<file path="src/rtl/sio_regport_pkg.sv">
package sio_regport_pkg;

   localparam int unsigned BYTE_W = 8;

   // command field, byte bits 5:3
   typedef enum logic [2:0] {
      CMD_NULL     = 3'd0,
      CMD_PTR_HIGH = 3'd1,
      CMD_CLR_EXT  = 3'd2,
      CMD_ABORT    = 3'd3,
      CMD_RX_NEXT  = 3'd4,
      CMD_CLR_TXI  = 3'd5,
      CMD_CLR_ERR  = 3'd6,
      CMD_CLR_IUS  = 3'd7
   } cmd_e;

   // reset field, byte bits 7:6
   typedef enum logic [1:0] {
      RST_NONE    = 2'd0,
      RST_RX_CRC  = 2'd1,
      RST_TX_CRC  = 2'd2,
      RST_TX_UEOM = 2'd3
   } rst_e;

   // reset field of the master interrupt control register
   typedef enum logic [1:0] {
      MIC_NONE  = 2'd0,
      MIC_CHB   = 2'd1,
      MIC_CHA   = 2'd2,
      MIC_ALL   = 2'd3
   } mic_rst_e;

   localparam int unsigned REG_VEC   = 2;
   localparam int unsigned REG_MIC   = 9;
   localparam int unsigned RD_STAT0  = 0;
   localparam int unsigned RD_STAT1  = 1;
   localparam int unsigned RD_IPEND  = 3;
   localparam int unsigned RD_STAT10 = 10;
   localparam int unsigned RD_TC_LO  = 12;
   localparam int unsigned RD_TC_HI  = 13;
   localparam int unsigned RD_EXTIE  = 15;
   localparam logic [BYTE_W-1:0] EXTIE_MASK = 8'hFA;

   function automatic logic is_shared(input int unsigned idx);
      return (idx == REG_VEC) || (idx == REG_MIC);
   endfunction

endpackage

</file>
<file path="src/rtl/sio_cmd_decode.sv">
module sio_cmd_decode
   import sio_regport_pkg::*;
#(
   parameter int unsigned SEL_W = 3
) (
   input  logic [BYTE_W-1:0] byte_i,
   output logic [SEL_W-1:0]  sel_o,
   output cmd_e              cmd_o,
   output rst_e              rst_o,
   output logic              high_o,
   output logic              cmd_fire_o,
   output logic              rst_fire_o
);

   if (SEL_W != 3) begin : g_chk
      $error("sio_cmd_decode: selector field must be 3 bits");
   end

   always_comb begin
      sel_o      = byte_i[SEL_W-1:0];
      cmd_o      = cmd_e'(byte_i[5:3]);
      rst_o      = rst_e'(byte_i[7:6]);
      high_o     = (cmd_o == CMD_PTR_HIGH);
      cmd_fire_o = (cmd_o != CMD_NULL) && (cmd_o != CMD_PTR_HIGH);
      rst_fire_o = (rst_o != RST_NONE);
   end

endmodule

</file>
<file path="src/rtl/sio_ptr_track.sv">
module sio_ptr_track #(
   parameter int unsigned NUM_REGS = 16,
   localparam int unsigned PTR_W = $clog2(NUM_REGS),
   localparam int unsigned SEL_W = PTR_W - 1
) (
   input  logic             clk,
   input  logic             rst_n,
   input  logic             acc_i,
   input  logic             we_i,
   input  logic             clr_i,
   input  logic [SEL_W-1:0] sel_i,
   input  logic             high_i,
   output logic [PTR_W-1:0] ptr_o
);

   if (NUM_REGS != 16) begin : g_chk
      $error("sio_ptr_track: register space must hold 16 entries");
   end

   logic [PTR_W-1:0] ptr_q;
   logic [PTR_W-1:0] ptr_d;
   logic             at_zero;

   assign at_zero = (ptr_q == '0);

   always_comb begin
      ptr_d = ptr_q;
      if (clr_i) begin
         ptr_d = '0;
      end else if (acc_i) begin
         if (at_zero && we_i) begin
            ptr_d = {high_i, sel_i};
         end else if (!at_zero) begin
            ptr_d = '0;
         end
      end
   end

   always_ff @(posedge clk or negedge rst_n) begin
      if (!rst_n) begin
         ptr_q <= '0;
      end else begin
         ptr_q <= ptr_d;
      end
   end

   assign ptr_o = ptr_q;

   // one access to a selected register sends the pointer home
   p_ptr_home_r2: assert property (@(posedge clk) disable iff (!rst_n)
      (acc_i && !at_zero) |=> (ptr_q == '0));

   // upper bank entered only through the point-high command
   p_high_only_cmd_r3: assert property (@(posedge clk) disable iff (!rst_n)
      $rose(ptr_q[PTR_W-1]) |-> $past(acc_i && we_i && high_i));

endmodule

</file>
<file path="src/rtl/sio_wreg_file.sv">
module sio_wreg_file
   import sio_regport_pkg::*;
#(
   parameter int unsigned NCH      = 2,
   parameter int unsigned NUM_REGS = 16,
   localparam int unsigned PTR_W = $clog2(NUM_REGS),
   localparam int unsigned CH_W  = (NCH > 1) ? $clog2(NCH) : 1,
   localparam int unsigned TOT_W = NCH * NUM_REGS * BYTE_W
) (
   input  logic              clk,
   input  logic              rst_n,
   input  logic              wr_vld_i,
   input  logic [CH_W-1:0]   wr_ch_i,
   input  logic [PTR_W-1:0]  wr_idx_i,
   input  logic [BYTE_W-1:0] wr_data_i,
   output logic              full_now_o,
   output logic [NCH-1:0]    chan_now_o,
   output logic [TOT_W-1:0]  wreg_o
);

   if (NCH != 2) begin : g_chk
      $error("sio_wreg_file: the shared register scheme needs two channels");
   end

   logic              mic_hit;
   mic_rst_e          mic_field;
   logic [BYTE_W-1:0] vec_q;
   logic [BYTE_W-1:0] mic_q;

   assign mic_hit    = wr_vld_i && (wr_idx_i == PTR_W'(REG_MIC));
   assign mic_field  = mic_rst_e'(wr_data_i[7:6]);
   assign full_now_o = mic_hit && (mic_field == MIC_ALL);

   always_comb begin
      chan_now_o = '0;
      if (mic_hit) begin
         chan_now_o[0] = (mic_field == MIC_CHA) || (mic_field == MIC_ALL);
         chan_now_o[1] = (mic_field == MIC_CHB) || (mic_field == MIC_ALL);
      end
   end

   // storage common to both channels
   always_ff @(posedge clk or negedge rst_n) begin
      if (!rst_n) begin
         vec_q <= '0;
         mic_q <= '0;
      end else if (full_now_o) begin
         vec_q <= '0;
         mic_q <= '0;
      end else if (wr_vld_i && (wr_idx_i == PTR_W'(REG_VEC))) begin
         vec_q <= wr_data_i;
      end else if (mic_hit) begin
         mic_q <= {2'b00, wr_data_i[5:0]};
      end
   end

   for (genvar c = 0; c < NCH; c++) begin : g_ch
      logic [NUM_REGS-1:0][BYTE_W-1:0] regs_q;
      logic                            own_wr;

      assign own_wr = wr_vld_i && (wr_ch_i == CH_W'(c))
                      && !is_shared(int'(wr_idx_i));

      always_ff @(posedge clk or negedge rst_n) begin
         if (!rst_n) begin
            regs_q <= '0;
         end else if (chan_now_o[c]) begin
            regs_q <= '0;
         end else if (own_wr) begin
            regs_q[wr_idx_i] <= wr_data_i;
         end
      end

      for (genvar r = 0; r < NUM_REGS; r++) begin : g_reg
         localparam int unsigned BASE = (c * NUM_REGS + r) * BYTE_W;
         if (r == REG_VEC) begin : g_vec
            assign wreg_o[BASE +: BYTE_W] = vec_q;
         end else if (r == REG_MIC) begin : g_mic
            assign wreg_o[BASE +: BYTE_W] = mic_q;
         end else begin : g_own
            assign wreg_o[BASE +: BYTE_W] = regs_q[r];
         end
      end
   end

   // shared vector changes only on a write aimed at it or a full reset
   p_vec_hold_r6: assert property (@(posedge clk) disable iff (!rst_n)
      !(wr_vld_i && (wr_idx_i == PTR_W'(REG_VEC))) && !full_now_o |=> $stable(vec_q));

   // the reset field never lands in storage
   p_mic_top_zero_r7: assert property (@(posedge clk) disable iff (!rst_n)
      mic_hit |=> (mic_q[7:6] == 2'b00));

endmodule

</file>
<file path="src/rtl/sio_read_mux.sv">
module sio_read_mux
   import sio_regport_pkg::*;
#(
   parameter int unsigned NCH      = 2,
   parameter int unsigned NUM_REGS = 16,
   parameter int unsigned IPEND_W  = 6,
   localparam int unsigned PTR_W = $clog2(NUM_REGS),
   localparam int unsigned CH_W  = (NCH > 1) ? $clog2(NCH) : 1,
   localparam int unsigned TOT_W = NCH * NUM_REGS * BYTE_W
) (
   input  logic [CH_W-1:0]       ch_i,
   input  logic [PTR_W-1:0]      idx_i,
   input  logic [NCH*BYTE_W-1:0] stat0_i,
   input  logic [NCH*BYTE_W-1:0] stat1_i,
   input  logic [NCH*BYTE_W-1:0] stat10_i,
   input  logic [IPEND_W-1:0]    ipend_i,
   input  logic [TOT_W-1:0]      wreg_i,
   output logic [BYTE_W-1:0]     rd_o
);

   if (IPEND_W + 2 != BYTE_W) begin : g_chk
      $error("sio_read_mux: pending summary must leave two top bits");
   end

   logic [BYTE_W-1:0] wsel;
   int unsigned       chn;

   always_comb begin
      chn  = int'(ch_i);
      wsel = wreg_i[(chn * NUM_REGS + int'(idx_i)) * BYTE_W +: BYTE_W];
      rd_o = '0;
      case (int'(idx_i))
         RD_STAT0:  rd_o = stat0_i[chn * BYTE_W +: BYTE_W];
         RD_STAT1:  rd_o = stat1_i[chn * BYTE_W +: BYTE_W];
         REG_VEC:   rd_o = wsel;
         RD_IPEND:  rd_o = (chn == 0) ? {2'b00, ipend_i} : '0;
         RD_STAT10: rd_o = stat10_i[chn * BYTE_W +: BYTE_W];
         RD_TC_LO:  rd_o = wsel;
         RD_TC_HI:  rd_o = wsel;
         RD_EXTIE:  rd_o = wsel & EXTIE_MASK;
         default:   rd_o = '0;
      endcase
   end

endmodule

</file>
<file path="src/rtl/sio_regport.sv">
module sio_regport
   import sio_regport_pkg::*;
#(
   parameter int unsigned NCH      = 2,
   parameter int unsigned NUM_REGS = 16,
   parameter int unsigned IPEND_W  = 6,
   localparam int unsigned PTR_W  = $clog2(NUM_REGS),
   localparam int unsigned SEL_W  = PTR_W - 1,
   localparam int unsigned CH_W   = (NCH > 1) ? $clog2(NCH) : 1,
   localparam int unsigned NCMD   = 1 << 3,
   localparam int unsigned NRST   = 1 << 2,
   localparam int unsigned TOT_W  = NCH * NUM_REGS * BYTE_W
) (
   input  logic                  clk,
   input  logic                  rst_n,
   input  logic                  host_sel_i,
   input  logic                  host_wr_i,
   input  logic                  host_rd_i,
   input  logic [CH_W-1:0]       host_ch_i,
   input  logic                  host_data_port_i,
   input  logic [BYTE_W-1:0]     host_wdata_i,
   output logic [BYTE_W-1:0]     host_rdata_o,
   input  logic [NCH*BYTE_W-1:0] stat0_i,
   input  logic [NCH*BYTE_W-1:0] stat1_i,
   input  logic [NCH*BYTE_W-1:0] stat10_i,
   input  logic [IPEND_W-1:0]    ipend_i,
   input  logic [NCH*BYTE_W-1:0] rxd_i,
   output logic [NCH*NCMD-1:0]   cmd_stb_o,
   output logic [NCH*NRST-1:0]   rst_stb_o,
   output logic [NCH-1:0]        chan_rst_o,
   output logic                  full_rst_o,
   output logic [NCH-1:0]        txd_stb_o,
   output logic [BYTE_W-1:0]     txd_o,
   output logic [TOT_W-1:0]      wreg_o
);

   if (NCH != 2) begin : g_chk_ch
      $error("sio_regport: exactly two channels are supported");
   end
   if (NUM_REGS != 16) begin : g_chk_regs
      $error("sio_regport: sixteen registers per channel are required");
   end

   // ---------------- access qualification ----------------
   logic ctrl_wr, ctrl_rd, data_wr, data_rd;
   assign ctrl_wr = host_sel_i && !host_data_port_i && host_wr_i;
   assign ctrl_rd = host_sel_i && !host_data_port_i && host_rd_i;
   assign data_wr = host_sel_i &&  host_data_port_i && host_wr_i;
   assign data_rd = host_sel_i &&  host_data_port_i && host_rd_i;

   // ---------------- byte decode ----------------
   logic [SEL_W-1:0] dec_sel;
   cmd_e             dec_cmd;
   rst_e             dec_rst;
   logic             dec_high, dec_cmd_fire, dec_rst_fire;

   sio_cmd_decode #(.SEL_W(SEL_W)) u_dec (
      .byte_i     (host_wdata_i),
      .sel_o      (dec_sel),
      .cmd_o      (dec_cmd),
      .rst_o      (dec_rst),
      .high_o     (dec_high),
      .cmd_fire_o (dec_cmd_fire),
      .rst_fire_o (dec_rst_fire)
   );

   // ---------------- per-channel pointers ----------------
   logic [NCH-1:0][PTR_W-1:0] ptr_v;
   logic [NCH-1:0]            chan_now;
   logic                      full_now;
   logic [PTR_W-1:0]          cur_ptr;

   for (genvar c = 0; c < NCH; c++) begin : g_ptr
      logic acc;
      assign acc = (ctrl_wr || ctrl_rd) && (host_ch_i == CH_W'(c));
      sio_ptr_track #(.NUM_REGS(NUM_REGS)) u_ptr (
         .clk    (clk),
         .rst_n  (rst_n),
         .acc_i  (acc),
         .we_i   (ctrl_wr),
         .clr_i  (chan_now[c]),
         .sel_i  (dec_sel),
         .high_i (dec_high),
         .ptr_o  (ptr_v[c])
      );
   end

   assign cur_ptr = ptr_v[host_ch_i];

   logic cmd_hit, reg_wr, reg_rd;
   assign cmd_hit = ctrl_wr && (cur_ptr == '0);
   assign reg_wr  = ctrl_wr && (cur_ptr != '0);
   assign reg_rd  = ctrl_rd;

   // ---------------- write storage ----------------
   sio_wreg_file #(.NCH(NCH), .NUM_REGS(NUM_REGS)) u_wregs (
      .clk        (clk),
      .rst_n      (rst_n),
      .wr_vld_i   (reg_wr),
      .wr_ch_i    (host_ch_i),
      .wr_idx_i   (cur_ptr),
      .wr_data_i  (host_wdata_i),
      .full_now_o (full_now),
      .chan_now_o (chan_now),
      .wreg_o     (wreg_o)
   );

   // ---------------- read selection ----------------
   logic [BYTE_W-1:0] rd_sel;

   sio_read_mux #(.NCH(NCH), .NUM_REGS(NUM_REGS), .IPEND_W(IPEND_W)) u_rmux (
      .ch_i     (host_ch_i),
      .idx_i    (cur_ptr),
      .stat0_i  (stat0_i),
      .stat1_i  (stat1_i),
      .stat10_i (stat10_i),
      .ipend_i  (ipend_i),
      .wreg_i   (wreg_o),
      .rd_o     (rd_sel)
   );

   // ---------------- registered strobes and read data ----------------
   logic [NCH*NCMD-1:0] cmd_stb_q;
   logic [NCH*NRST-1:0] rst_stb_q;
   logic [NCH-1:0]      chan_rst_q, txd_stb_q;
   logic                full_rst_q;
   logic [BYTE_W-1:0]   txd_q, rdata_q;

   always_ff @(posedge clk or negedge rst_n) begin
      if (!rst_n) begin
         cmd_stb_q  <= '0;
         rst_stb_q  <= '0;
         chan_rst_q <= '0;
         full_rst_q <= 1'b0;
         txd_stb_q  <= '0;
         txd_q      <= '0;
         rdata_q    <= '0;
      end else begin
         cmd_stb_q  <= '0;
         rst_stb_q  <= '0;
         txd_stb_q  <= '0;
         chan_rst_q <= chan_now;
         full_rst_q <= full_now;
         if (cmd_hit && dec_cmd_fire) begin
            cmd_stb_q[int'(host_ch_i) * NCMD + int'(dec_cmd)] <= 1'b1;
         end
         if (cmd_hit && dec_rst_fire) begin
            rst_stb_q[int'(host_ch_i) * NRST + int'(dec_rst)] <= 1'b1;
         end
         if (data_wr) begin
            txd_stb_q[host_ch_i] <= 1'b1;
            txd_q                <= host_wdata_i;
         end
         if (reg_rd) begin
            rdata_q <= rd_sel;
         end else if (data_rd) begin
            rdata_q <= rxd_i[int'(host_ch_i) * BYTE_W +: BYTE_W];
         end
      end
   end

   assign cmd_stb_o    = cmd_stb_q;
   assign rst_stb_o    = rst_stb_q;
   assign chan_rst_o   = chan_rst_q;
   assign full_rst_o   = full_rst_q;
   assign txd_stb_o    = txd_stb_q;
   assign txd_o        = txd_q;
   assign host_rdata_o = rdata_q;

   // every command strobe lasts a single cycle
   p_cmd_single_r4: assert property (@(posedge clk) disable iff (!rst_n)
      (cmd_stb_o != '0) |=> ((cmd_stb_o & $past(cmd_stb_o)) == '0));

   // null and point-high never strobe
   p_cmd_quiet_codes_r4: assert property (@(posedge clk) disable iff (!rst_n)
      (cmd_stb_o[0] == 1'b0) && (cmd_stb_o[1] == 1'b0)
      && (cmd_stb_o[NCMD] == 1'b0) && (cmd_stb_o[NCMD+1] == 1'b0));

   // at most one reset-field strobe per channel, single cycle
   p_rst_single_r5: assert property (@(posedge clk) disable iff (!rst_n)
      $onehot0(rst_stb_o[NRST-1:0]) && $onehot0(rst_stb_o[2*NRST-1:NRST])
      && ((rst_stb_o & $past(rst_stb_o)) == '0));

   // a full reset leaves both pointers at zero
   p_full_ptrs_r7: assert property (@(posedge clk) disable iff (!rst_n)
      full_rst_o |-> (ptr_v == '0));

   // readback of register 15 masks bits 2 and 0
   p_extie_mask_r8: assert property (@(posedge clk) disable iff (!rst_n)
      (ctrl_rd && (cur_ptr == PTR_W'(RD_EXTIE))) |=>
      (host_rdata_o[2] == 1'b0) && (host_rdata_o[0] == 1'b0));

   // channel B has no pending summary
   p_ipend_b_zero_r9: assert property (@(posedge clk) disable iff (!rst_n)
      (ctrl_rd && (host_ch_i == CH_W'(1)) && (cur_ptr == PTR_W'(RD_IPEND)))
      |=> (host_rdata_o == '0));

   // data-location traffic leaves the pointers alone
   p_data_keeps_ptr_r11: assert property (@(posedge clk) disable iff (!rst_n)
      (host_sel_i && host_data_port_i && !chan_now[0] && !chan_now[1])
      |=> $stable(ptr_v));

endmodule

</file>
<file path="config.mk">
export PLATFORM = sky130hd
export DESIGN_NAME = sio_regport
export DESIGN_NICKNAME = d
export VERILOG_FILES = /design/src/rtl/sio_regport_pkg.sv /design/src/rtl/sio_cmd_decode.sv /design/src/rtl/sio_ptr_track.sv /design/src/rtl/sio_wreg_file.sv /design/src/rtl/sio_read_mux.sv /design/src/rtl/sio_regport.sv
export SDC_FILE = /design/constraint.sdc
export NUM_CORES = 1
export LEC_CHECK = 0
export BUFFER_PORTS_ARGS = -buffer_cell sky130_fd_sc_hd__buf_2
export CAP_MARGIN = 40
export CORE_MARGIN = 3
export CORE_UTILIZATION = 50
export DETAILED_ROUTE_END_ITERATION = 16
export GPL_ROUTABILITY_DRIVEN = 0
export HOLD_SLACK_MARGIN = 0.1
export PLACE_DENSITY = 0.76
export SLEW_MARGIN = 0
export SYNTH_ARGS = -nofsm -noshare
export SYNTH_HDL_FRONTEND = slang
export SYNTH_SLANG_ARGS = --single-unit
</file>
<file path="constraint.sdc">
create_clock -name clk -period 2.6 [get_ports clk]
set_input_delay 0.26 -clock clk [delete_from_list [all_inputs] [get_ports clk]]
set_output_delay 0.26 -clock clk [all_outputs]
set_load 0.02 [all_outputs]
</file>
---- After elaboration in Yosys (flattened, before gate mapping) ----
Index checks and enable logic that the tools add are counted.
storage, ports and cells
  logic and storage cells ................. 162
  flip-flop bits (word level) ............. 325
  output and inout bits ................... 301
operators by class
  equal/unequal tests ..................... 16
  $lt $le $gt $ge ......................... 8
  multiplexer cells ....................... 37
  add/subtract/negate cells ............... 3
  bitwise operators ....................... 1
  reductions and logical operators ........ 49
  shifts and indexed selects .............. 5
operators with widths
  kind                  count
  $mux W128             4
  $bwmux W128           2
  $shiftx A256 B33 Y8   1
  $mux W8               9
  $shiftx A16 B5 Y8     4
  $pmux W8 S6           1
  $mux W4               10
  $demux W8 S4          1
  $logic_and A1 B1 Y1   26
  $eq A4 B4 Y1 const B  5
  $mux W16              1
  $reduce_bool A2 Y1    8
  $logic_not A4 Y1      3
  $eq A4 B2 Y1 const B  2
  $ge A4 B1 Y1 const B  2
  $add A5 B4 Y6         1
  $mux W6               1
  $ne A3 B3 Y1 const B  2
  $reduce_and A2 Y1     3
  $add A4 B3 Y5         1
  $ge A5 B1 Y1 const B  1
  $lt A4 B5 Y1 const B  1
  $lt A5 B5 Y1 const B  1
  $add A3 B2 Y4         1
  20 further kinds      28

---- Depth between registers and ports, before layout ----
Gate-level depths: netlist of the first run.
  depth in word-level cells ............... 9
  mapped depth ............................ 11
  mapped depth without buffers ............ 7

---- Modules after synthesis ----
Synthesis of the first run repeated with hierarchy kept, for this count alone.
unflattened totals
  cell total of the unflattened synthesis .. 1569
  area, all modules ....................... 15067.0 um^2
by module, submodules not included
  module          cells an instance  instances  sequential area each (um^2)  area each (um^2)
  sio_wreg_file   1142               1          5955.7                       10575.1
  sio_read_mux    247                1          0.0                          2220.9
  sio_regport     147                1          1126.1                       1858.0
  sio_ptr_track   11                 2          100.1                        166.4
  sio_cmd_decode  11                 1          0.0                          80.1

---- Least setup slack after synthesis of the first run ----
Ideal clock, no wire load.
  path kind ............................... register -> register
  start ................................... register g_ptr[1].u_ptr.ptr_q[3]
  end ..................................... register u_wregs.g_ch[0].regs_q, in the netlist u_wregs.wreg_o[103]
  cell stages (with the launch flop) ...... 9
  buffers on the path ..................... 2
  clock period less this slack ............ 2.216 ns
  arrival ................................. 2.084 ns
  path slack .............................. 0.384 ns
  library setup time ...................... 0.132 ns
  path through ............................ dfrtp_1 > clkbuf_1 > nor2b_1 > mux2_4 > a2111oi_4 > buf_4 > nand3_4 > mux2i_1 > nor2_1
on the way
  longest elaborated chain between the ends .. 9
RTL lines
  element                                                                    line                 source
  start, declared                                                            sio_ptr_track.sv:20  logic [PTR_W-1:0] ptr_q;
  start signal, assigned                                                     sio_ptr_track.sv:43  ptr_q <= ptr_d;
  $mux W4 (implied by the code) (*) (2 in a row)                             sio_regport.sv:88    assign cur_ptr = ptr_v[host_ch_i];
  $lt A4 B5 Y1 (implied by the code) / $ge A4 B1 Y1 (equally long branches)  sio_wreg_file.sv:70  regs_q[wr_idx_i] <= wr_data_i;
  $logic_and A1 B1 Y1 (implied by the code)                                  sio_wreg_file.sv:70
  $mux W8 (implied by the code)                                              sio_wreg_file.sv:70
  $demux W8 S4                                                               -
  $bwmux W128                                                                sio_wreg_file.sv:70
  $mux W128                                                                  sio_wreg_file.sv:69  end else if (own_wr) begin
  $mux W128                                                                  sio_wreg_file.sv:67  end else if (chan_now_o[c]) begin
  end signal, assigned by index                                              sio_wreg_file.sv:70
  end, declared                                                              sio_wreg_file.sv:58  logic [NUM_REGS-1:0][BYTE_W-1:0] regs_q;
Every way passes the cells marked *; elsewhere a longest branch is shown, timed or not. The select of a mux whose other input is x is not followed.
A chain may end at the register's enable or synchronous reset.

---- Worst setup path in the final report of the first run ----
  start ................................... register g_ptr[1].u_ptr.ptr_q[2]
  end ..................................... register u_wregs.g_ch[0].regs_q, in the netlist u_wregs.wreg_o[66]
Same word-level chain as after synthesis.

==> flow_summary.json, run 1 <==
{
  "clock_skew_ps": 7.67,
  "avgSynthCellArea_sq_um": 9.27,
  "grt_pass1_wl_um": 82700,
  "hold_class": "in2reg",
  "ys_seq_area_share_pct": 51.8,
  "post-cts-setup-buffers": 0,
  "rsz0062_at_grt": "no",
  "die_height_um": 174,
  "die_w_um": 174,
  "finalPower_mw": 13.2,
  "grt_pass1_vias": 13500,
  "route.detailed.drc": 0,
  "ys_warn_count": 0,
  "initial_core_util_pct": 51.4,
  "antenna_found_initial": 2,
  "synth_edf_count": 0,
  "critical_path_class": "reg2reg",
  "period_needed_ps": 2470,
  "netlist_instances": 1517,
  "vias_per_cell": 5.98,
  "grt_max_degree": 85,
  "coreArea_sq_mm": 0.0273,
  "synth_area_leaders": "dfrtp_1 52%, mux2i_1 8.0%, nand2_1 7.8%, a21oi_1 5.9%, nand3_1 5.2%",
  "arrival_ps": 2910,
  "numPortBuffers": 381,
  "routedWlPerCell_um": 23.8,
  "finalMaxSlewViolations": 0,
  "synth_top_area_share_pct": 51.8,
  "max-slew-margin-rel_pct": 34.8,
  "fin_util_pct": 65.2,
  "power.density_mw_per_mm2": 741,
  "row_count": 60,
  "antenna_left": 0,
  "syn_area_sq_mm": 0.0141,
  "mostFrequentLayoutCells": "380 x buf_2, 289 x dfrtp_1, 288 x nand2_1",
  "synth_ff_type": "dfrtp_1",
  "finalSetupTns_ps": 0,
  "clockBufferDepth": 3,
  "cts-root-buf": "clkbuf_16",
  "cts_inserted_buffers": 30,
  "synth_top_family_by_area": "simple AND/OR/NAND/NOR gates",
  "setup_viol": 0,
  "drt-initial-drc-count": 1561,
  "grt.total_usage_pct": 35.1,
  "hold_slack_ps": 124,
  "final_cell_area_sq_mm": 0.0178,
  "grt_overflow_total": 0,
  "synth_compound_area_share_pct": 11.7,
  "synth_fa_ha_area_share_pct": 0,
  "post-route-period-util_pct": 94.9,
  "placed_cell_area_sq_mm": 0.0167,
  "clk_latency_ps": 560,
  "placed_cells_incl_taps": 2227,
  "die_area_sq_mm": 0.0302,
  "synth_top_area_cell": "dfrtp_1",
  "firstDrtPassIters": 8,
  "drv_cap": 0,
  "yosysUniqueCellTypes": 59,
  "fin_ws_ps": 131,
  "hpwl_um": 39200,
  "fmax_ghz": 0.405,
  "dp_slack_ps": 96.0,
  "synthArstFlopShare_pct": 100,
  "layout_commonest_cell": "buf_2",
  "yosys.area_share.xor_xnor_pct": 0,
  "hold_viol": 0,
  "cts_sinks": 291,
  "start_kind": "flip-flop",
  "vias": 13700,
  "drive_gt1_share_pct": 30.1,
  "cts_max_level": 1,
  "synth-seq-cells": 291,
  "routed_wl_um": 54400,
  "synthMuxAreaShare_pct": 10.4,
  "p_leak_nw": 9.40,
  "ir_drop_uv": 516,
  "ios": 386,
  "cp.required_ps": 3040,
  "path_clk_slew_ps": 60,
  "fin_nets": 1976,
  "status": "completed",
  "synth-simple-area-share_pct": 20.7,
  "crit_path_end_kind": "flip-flop",
  "cp_max_fo": 24,
  "final_cells": 2289,
  "syn2layout_area_growth_pct": 26.8,
  "max_slew.worst_pin.slew_ps": 978,
  "tritoncts": "done"
}
-- area by class of cell --
class / count / area [sq um]
diodes: 2 / 5.00
clock buffers: 39 / 845
clock inverters: 17 / 205
fillers: 2296 / 9500
inverters: 6 / 22.5
multi-input cells: 1083 / 6120
flip-flops and latches: 291 / 7280
well taps: 372 / 465
repair buffers: 479 / 2880
-- synthesized netlist by cell type (4+ instances only) --
cell	n
dfrtp_1	291
nand2_1	291
a21oi_1	167
nand3_1	145
nor2_1	143
mux2i_1	113
clkbuf_1	60
buf_2	51
buf_4	28
o21ai_0	24
nor2b_1	22
mux2_2	18
a221oi_1	12
a22o_1	12
and3_1	11
a211oi_1	9
and2_1	8
nor3_1	8
o22ai_1	8
a31oi_1	7
inv_1	6
nand2b_1	6
mux4_2	5
nand3_2	5
a2111oi_0	4
a22oi_1	4
buf_1	4
nand4_1	4
nor4_1	4
-- registers in the layout, summed over array words and instances (netlist names) --
signal and cells:
u_wregs.mic_q 6, host_rdata_o 8, txd_o 8, txd_stb_o 2, u_wregs.wreg_o 224, full_rst_o 1, g_ptr.u_ptr.ptr_o 8, u_wregs.vec_q 8
rst_stb_o 8, cmd_stb_o 16, chan_rst_o 2
-- power breakdown --
group	internal [mW]	total (mW)	switching (mW)
Clock	2.69	4.55	1.86
Sequential	4.82	5.16	0.340
Combinational	1.20	3.50	2.30
Total	8.71	13.2	4.50
-- critical path, stage by stage (launching register included) --
cell	delay (ps)
dfrtp_1	540
nor2b_1	110
mux2_4	340
a2111oi_4	460
buf_12	240
and3_1	210
buf_4	180
mux2i_1	200
nor2_1	60
-- cell families (layout without fill, tap and decap cells) --
kind of cell,Yosys count,count (layout)
AO/OA/AOI/OAI,275,275
buffers and inverters,152,541
flip-flops,291,291
multiplexers,137,137
other,1,12
AND/OR/NAND/NOR,661,661
-- layer usage --
metal	part of all wire [%]	vias to the layer above	wire length (um)	global-route usage (%)
met3	11	184	6120	9.00
met5	0.037	-	20	0
met2	46	972	25200	56.3
met1	37	6587	20200	45.5
met4	5.3	2	2890	15.1
li1	-	5952	-	-
-- path summary, 6_finish.rpt --
path                                                    to  slack [ps]                           startpoint  depth (start not counted)
hold reg to reg            u_wregs.wreg_o[131]$_DFFE_PN0P_         500      u_wregs.wreg_o[131]$_DFFE_PN0P_                          1
setup / recovery            u_wregs.wreg_o[66]$_DFFE_PN0P_         130  g_ptr[1].u_ptr.ptr_o[2]$_DFFE_PN0P_                          8
setup reg to reg            u_wregs.wreg_o[66]$_DFFE_PN0P_         130  g_ptr[1].u_ptr.ptr_o[2]$_DFFE_PN0P_                          8
min in group asynchronous           txd_stb_o[0]$_DFF_PN0_         270                                rst_n                          2
hold / removal                u_wregs.mic_q[3]$_DFFE_PN0P_         120                      host_wdata_i[3]                          3
max in group asynchronous   u_wregs.wreg_o[61]$_DFFE_PN0P_        1440                                rst_n                          3
-- repair_timing --
item,CTS,global route
gates resized for setup,0,6
hold endpoints to repair,77,0
endpoints found under the setup margin,0,91
hold buffers,4,0
Note: power is estimated with default switching activity, not from simulation.
==> inputs of run 2 (changes only) <==
CELL_PAD_IN_SITES_DETAIL_PLACEMENT = 2   (was not set)
CELL_PAD_IN_SITES_GLOBAL_PLACEMENT = 2   (was not set)
CORE_UTILIZATION = 31   (was 50)
PLACE_DENSITY = 0.78   (was 0.76)
==> flow_summary.json, run 2 (synthesis results as in run 1) <==
{
  "crit_path_end_kind": "flip-flop",
  "r2r_start": "g_ptr[0].u_ptr.ptr_o[0]$_DFFE_PN0P_",
  "path_clk_slew_ps": 60,
  "min_from": "host_wdata_i[7]",
  "arrival_ps": 3010,
  "hold_end": "rst_stb_o[7]$_DFF_PN0_",
  "grt_max_degree": 82,
  "drv_cap": 0,
  "status": "completed",
  "cts-root-buf": "clkbuf_16",
  "grt_pass1_vias": 14800,
  "reg2reg_to": "host_rdata_o[7]$_DFFE_PN0P_",
  "mostFrequentLayoutCells": "380 x buf_2, 291 x dfrtp_1, 284 x nand2_1",
  "cp_max_fo": 9,
  "routedWlPerCell_um": 27.3,
  "firstDrtPassIters": 5,
  "row_count": 77,
  "route.detailed.drc": 0,
  "start_kind": "flip-flop",
  "hold_viol": 0,
  "final_cells": 2514,
  "fillerInstances": 4904,
  "hpwl_um": 50000,
  "post-route-period-util_pct": 97.5,
  "power.density_mw_per_mm2": 771,
  "cts_sinks": 291,
  "initial_core_util_pct": 31.6,
  "fin_ws_ps": 64.0,
  "die_area_sq_mm": 0.0479,
  "fmax_ghz": 0.394,
  "die_w_um": 219,
  "drive_gt1_share_pct": 30.6,
  "max_slew.worst_pin.slew_ps": 848,
  "antenna_found_initial": 2,
  "grt_pass1_wl_um": 100000,
  "die_height_um": 219,
  "antenna_left": 0,
  "coreArea_sq_mm": 0.0445,
  "whs_path_depth": 3,
  "rsz0062_at_grt": "no",
  "clock_skew_ps": 10.9,
  "max-slew-margin-rel_pct": 43.2,
  "regToRegSetupSlack_ps": 60,
  "vias_per_cell": 5.46,
  "tritoncts": "done",
  "grt.total_usage_pct": 28.1,
  "period_needed_ps": 2540,
  "clk_latency_ps": 550,
  "critical_path_class": "reg2reg",
  "drt-initial-drc-count": 891,
  "syn2layout_area_growth_pct": 30.6,
  "dp_slack_ps": -58.8,
  "fin_nets": 1982,
  "largest_reg_flops": 224,
  "ios": 386,
  "routed_wl_um": 68500,
  "grt_overflow_total": 0,
  "clockBufferDepth": 3,
  "setup_viol": 0,
  "hold_class": "in2reg",
  "p_leak_nw": 9.51,
  "ir_drop_uv": 415,
  "layout_commonest_cell": "buf_2",
  "cts_inserted_buffers": 37,
  "vias": 13700,
  "cp.required_ps": 3070,
  "cts_max_level": 2,
  "placed_cells_incl_taps": 2445,
  "numPortBuffers": 381,
  "reg2reg_depth": 8,
  "finalMaxSlewViolations": 0
}
[run 2: final cells by class]
class,instances,area [sq um],share of cell area [%]
Tap cell,592,741,4.03
Sequential cell,291,7280,39.7
Timing Repair Buffer,478,2920,15.9
Multi-Input combinational cell,1083,6140,33.5
Antenna cell,1,2.50,0.0136
Clock buffer,53,1120,6.09
Clock inverter,10,136,0.743
Inverter,6,22.5,0.123
[run 2: power breakdown]
group | switching (mW) | internal (mW) | leakage [nW]
registers | 0.325 | 4.82 | 4.00
logic | 2.48 | 1.18 | 4.90
clock network | 2.07 | 3.28 | 0.610
total | 4.88 | 9.28 | 9.51
[run 2: per-stage QoR]
| step | power [mW] | hold slack, ps | util (%) | instance area [sq um] | TNS (ps) |
|---|---|---|---|---|---|
| floorplan | 7.12 | -35.6 | - | 14100 | 0 |
| finish | 14.2 | 124 | 41.3 | 18400 | 0 |
| detailed placement | 8.81 | 234 | 38.2 | 17000 | -259 |
| CTS | 14.2 | 115 | 41.1 | 18300 | 0 |
| global placement | 8.71 | 222 | 38.2 | 17000 | 0 |
| global route | 14.7 | 127 | 41.3 | 18400 | 0 |
[run 2: timing repair]
action,in CTS,in global routing
setup buffers,0,3
hold buffers,1,0
endpoints found under the hold margin,82,0
setup endpoints to repair,0,58
gates resized for setup,0,11
[run 2: critical path: stages (launching register included)]
cell,delay (ps)
dfrtp_1,400
mux2_2,450
buf_4,250
mux2i_1,130
mux2i_1,370
o22ai_1,160
o22ai_1,360
a21oi_1,150
o21ai_0,170
[run 2: how the worst max path moves through the flow]
stage	startpoint	endpoint	slack, ps	cells past startpoint
final	g_ptr[0].u_ptr.ptr_o[0]$_DFFE_PN0P_	host_rdata_o[7]$_DFFE_PN0P_	60	8
after detailed placement	host_ch_i	u_wregs.wreg_o[137]$_DFFE_PN0P_	-60	11
after floorplan	g_ptr[1].u_ptr.ptr_o[3]$_DFFE_PN0P_	u_wregs.wreg_o[103]$_DFFE_PN0P_	380	8
after global routing	g_ptr[1].u_ptr.ptr_o[3]$_DFFE_PN0P_	u_wregs.wreg_o[176]$_DFFE_PN0P_	8	8
after CTS	g_ptr[1].u_ptr.ptr_o[3]$_DFFE_PN0P_	u_wregs.wreg_o[124]$_DFFE_PN0P_	20	8
after global placement	host_ch_i	host_rdata_o[6]$_DFFE_PN0P_	50	10
[run 2: routing by layer]
metal	wire length [um]	part of all wire [%]	track usage, %
met5	0	0	0
met4	2010	2.9	7.67
met3	5270	7.7	7.24
met2	34100	50	49.1
met1	27100	40	34.4
==> inputs of run 3 (changes only) <==
CORE_UTILIZATION = 32   (was 31)
PLACE_DENSITY = 0.79   (was 0.78)
SYNTH_HIERARCHICAL = 1   (was not set)
==> flow_summary.json, run 3 <==
{
  "status": "complete, but fails checks",
  "violations": "negative setup slack",
  "cts_sinks": 291,
  "synth_edf_count": 0,
  "post-route-period-util_pct": 113,
  "synthTopCellsByCount": "291 x dfrtp_1, 238 x a21oi_1, 236 x nand3_1, 211 x o21ai_0, 97 x clkbuf_1",
  "drv_cap": 0,
  "fin_nets": 2027,
  "layout_commonest_cell": "buf_2",
  "route.detailed.drc": 0,
  "clk_latency_ps": 570,
  "hpwl_um": 54200,
  "cts_inserted_buffers": 37,
  "cp_slowest_cell": "mux4_2",
  "numPortBuffers": 381,
  "clkPwrFrac_pct": 42.4,
  "arrival_ps": 3390,
  "largest_reg_flops": 224,
  "firstDrtPassIters": 5,
  "path_cells": "mux2_4, buf_12, buf_16, mux4_2, mux2i_2, nor2_1, a2111oi_2, o31ai_2, nor2_1, a211oi_2, a21o_1",
  "synth_top_area_cell": "dfrtp_1",
  "cp_num_buf_inv": 2,
  "cts-root-buf": "clkbuf_16",
  "vias": 16100,
  "die_w_um": 223,
  "row_count": 78,
  "finalMaxSlewViolations": 0,
  "crit_path_frequent_cell": "nor2_1",
  "ios": 386,
  "initial_core_util_pct": 32.8,
  "finalSetupTns_ps": -1690,
  "synth-seq-cells": 291,
  "coreArea_sq_mm": 0.0460,
  "hold_class": "in2reg",
  "antenna_found_initial": 3,
  "p_sw_mw": 3.70,
  "path_clk_slew_ps": 60,
  "combPwrFrac_pct": 17.2,
  "die_height_um": 223,
  "power.density_mw_per_mm2": 606,
  "placed_cells_incl_taps": 2477,
  "mostFrequentLayoutCells": "380 x buf_2, 291 x dfrtp_1, 236 x nand3_1",
  "ir_drop_uv": 439,
  "setup_viol": 8,
  "die_area_sq_mm": 0.0497,
  "start_kind": "flip-flop",
  "crit_family": "multiplexers",
  "grt_overflow_total": 0,
  "swShare_pct": 30.5,
  "cts_max_level": 2,
  "antenna_left": 0,
  "power.internal_mw": 8.43,
  "period_needed_ps": 2930,
  "avgSynthCellArea_sq_um": 9.60,
  "critical_path_class": "reg2reg",
  "synth_ff_type": "dfrtp_1",
  "syn_area_sq_mm": 0.0151,
  "synth_area_leaders": "dfrtp_1 48%, a21oi_1 7.9%, nand3_1 7.8%, o21ai_0 7.0%, mux4_2 4.2%",
  "finalPower_mw": 12.1,
  "fin_ws_ps": -330,
  "seqPwrFrac_pct": 40.4,
  "netlist_instances": 1569,
  "rsz0062_at_grt": "yes",
  "cp_slowest_stage_delay_ps": 470,
  "synthArstFlopShare_pct": 100,
  "drt-initial-drc-count": 1583,
  "ys_warn_count": 6,
  "grt_max_degree": 91,
  "post-synth-top-count-cell": "dfrtp_1",
  "clockBufferDepth": 3,
  "vias_per_cell": 6.27,
  "grt_pass1_wl_um": 119000,
  "hold_viol": 0,
  "max_slew.worst_pin.slew_ps": 947,
  "drive_gt1_share_pct": 37.8,
  "synth_top_area_share_pct": 48.3,
  "grt_pass1_vias": 17000,
  "max-slew-margin-rel_pct": 36.9,
  "cp_max_fo": 8,
  "p_leak_nw": 9.37,
  "final_cells": 2569,
  "grt.total_usage_pct": 31.6,
  "syn2layout_area_growth_pct": 33.0,
  "cp.required_ps": 3060,
  "routedWlPerCell_um": 32.9,
  "yosysUniqueCellTypes": 70,
  "clock_skew_ps": 19.3,
  "fillerInstances": 4912,
  "crit_path_end_kind": "flip-flop",
  "tritoncts": "done",
  "routed_wl_um": 84600,
  "ys_seq_area_share_pct": 48.3,
  "fmax_ghz": 0.341
}
run 3: cell types whose count changed in the layout (fill, tap and decap cells not counted), sizes merged, moves of 9 or more:
| cell | change |
|---|---|
| and4 | +9 |
| a21oi | +71 |
| nor2 | -108 |
| mux2i | -69 |
| o21ai | +210 |
| buf | +67 |
| nand2 | -267 |
| nor2b | -16 |
| nand3 | +85 |
| nor3 | +9 |
| a21o | +13 |
| mux4 | +23 |
run 3: timing repair:
action,CTS,global route
endpoints found under the hold margin,146,0
gates resized for setup,48,53
setup endpoints to repair,9,9
cloned,4,1
pin swaps,2,24
hold buffers,2,0
buffers inserted,6,13
run 3: cell type report:
type | count | area (sq um) | share of cell area (%)
Multi-Input combinational cell | 1060 | 7140 | 35.7
Sequential cell | 291 | 7280 | 36.3
Antenna cell | 2 | 5.00 | 0.0250
Timing Repair Buffer | 546 | 3660 | 18.3
Clock buffer | 57 | 1120 | 5.61
Inverter | 6 | 22.5 | 0.112
Tap cell | 600 | 751 | 3.75
Clock inverter | 7 | 48.8 | 0.244
run 3: stage by stage:
| step | util [%] | hold WS [ps] | setup slack [ps] | area (sq um) |
|---|---|---|---|---|
| final | 43.6 | 192 | -330 | 20000 |
| after global routing | 43.6 | 200 | -356 | 20000 |
| after CTS | 42.8 | 173 | -122 | 19700 |
| after detailed placement | 39.5 | 199 | -373 | 18100 |
| after global placement | 39.5 | 189 | -348 | 18100 |
| after floorplan | - | -35.6 | -29.1 | 15100 |
run 3: worst min-delay path: stages:
cell and delay (ps):
buf_2 240, nand3_1 130, a21oi_1 60
run 3: logic make-up after synthesis:
| family | Yosys count | synth area share, % |
|---|---|---|
| compound gates | 579 | 21.6 |
| other cells | 1 | 0.0249 |
| simple gates | 384 | 14.3 |
| flops | 291 | 48.3 |
| buf+inv | 223 | 7.27 |
| mux | 91 | 8.53 |
run 3: power by group through the flow:
stage / Clock [mW] / Sequential (mW) / Combinational, mW
3_5_place_dp: 0 / 4.97 / 1.81
6_report: 5.14 / 4.90 / 2.09
2_1_floorplan: 0 / 5.08 / 0.761
5_1_grt: 5.39 / 4.91 / 2.17
4_1_cts: 5.19 / 4.90 / 1.94
3_3_place_gp: 0 / 4.96 / 1.76
run 3: worst paths after layout:
path | start | end | slack, ps | cells after the start
max in group asynchronous | rst_n | u_wregs/wreg_o[116]$_DFFE_PN0P_ | 1510 | 3
hold / removal | host_wdata_i[6] | u_wregs/wreg_o[214]$_DFFE_PN0P_ | 190 | 3
setup reg to reg | g_ptr[1].u_ptr/ptr_o[0]$_DFFE_PN0P_ | host_rdata_o[7]$_DFFE_PN0P_ | -330 | 11
hold reg to reg | host_rdata_o[6]$_DFFE_PN0P_ | host_rdata_o[6]$_DFFE_PN0P_ | 470 | 1
setup / recovery | g_ptr[1].u_ptr/ptr_o[0]$_DFFE_PN0P_ | host_rdata_o[7]$_DFFE_PN0P_ | -330 | 11
min in group asynchronous | rst_n | txd_o[7]$_DFFE_PN0P_ | 210 | 2
run 3: routing by layer:
metal	wire length (um)	vias to the layer above	track usage (%)
li1	-	6505	-
met1	33200	8498	40.3
met2	40200	913	51.5
met3	7420	198	7.80
met4	3790	2	12.6
met5	13	-	0
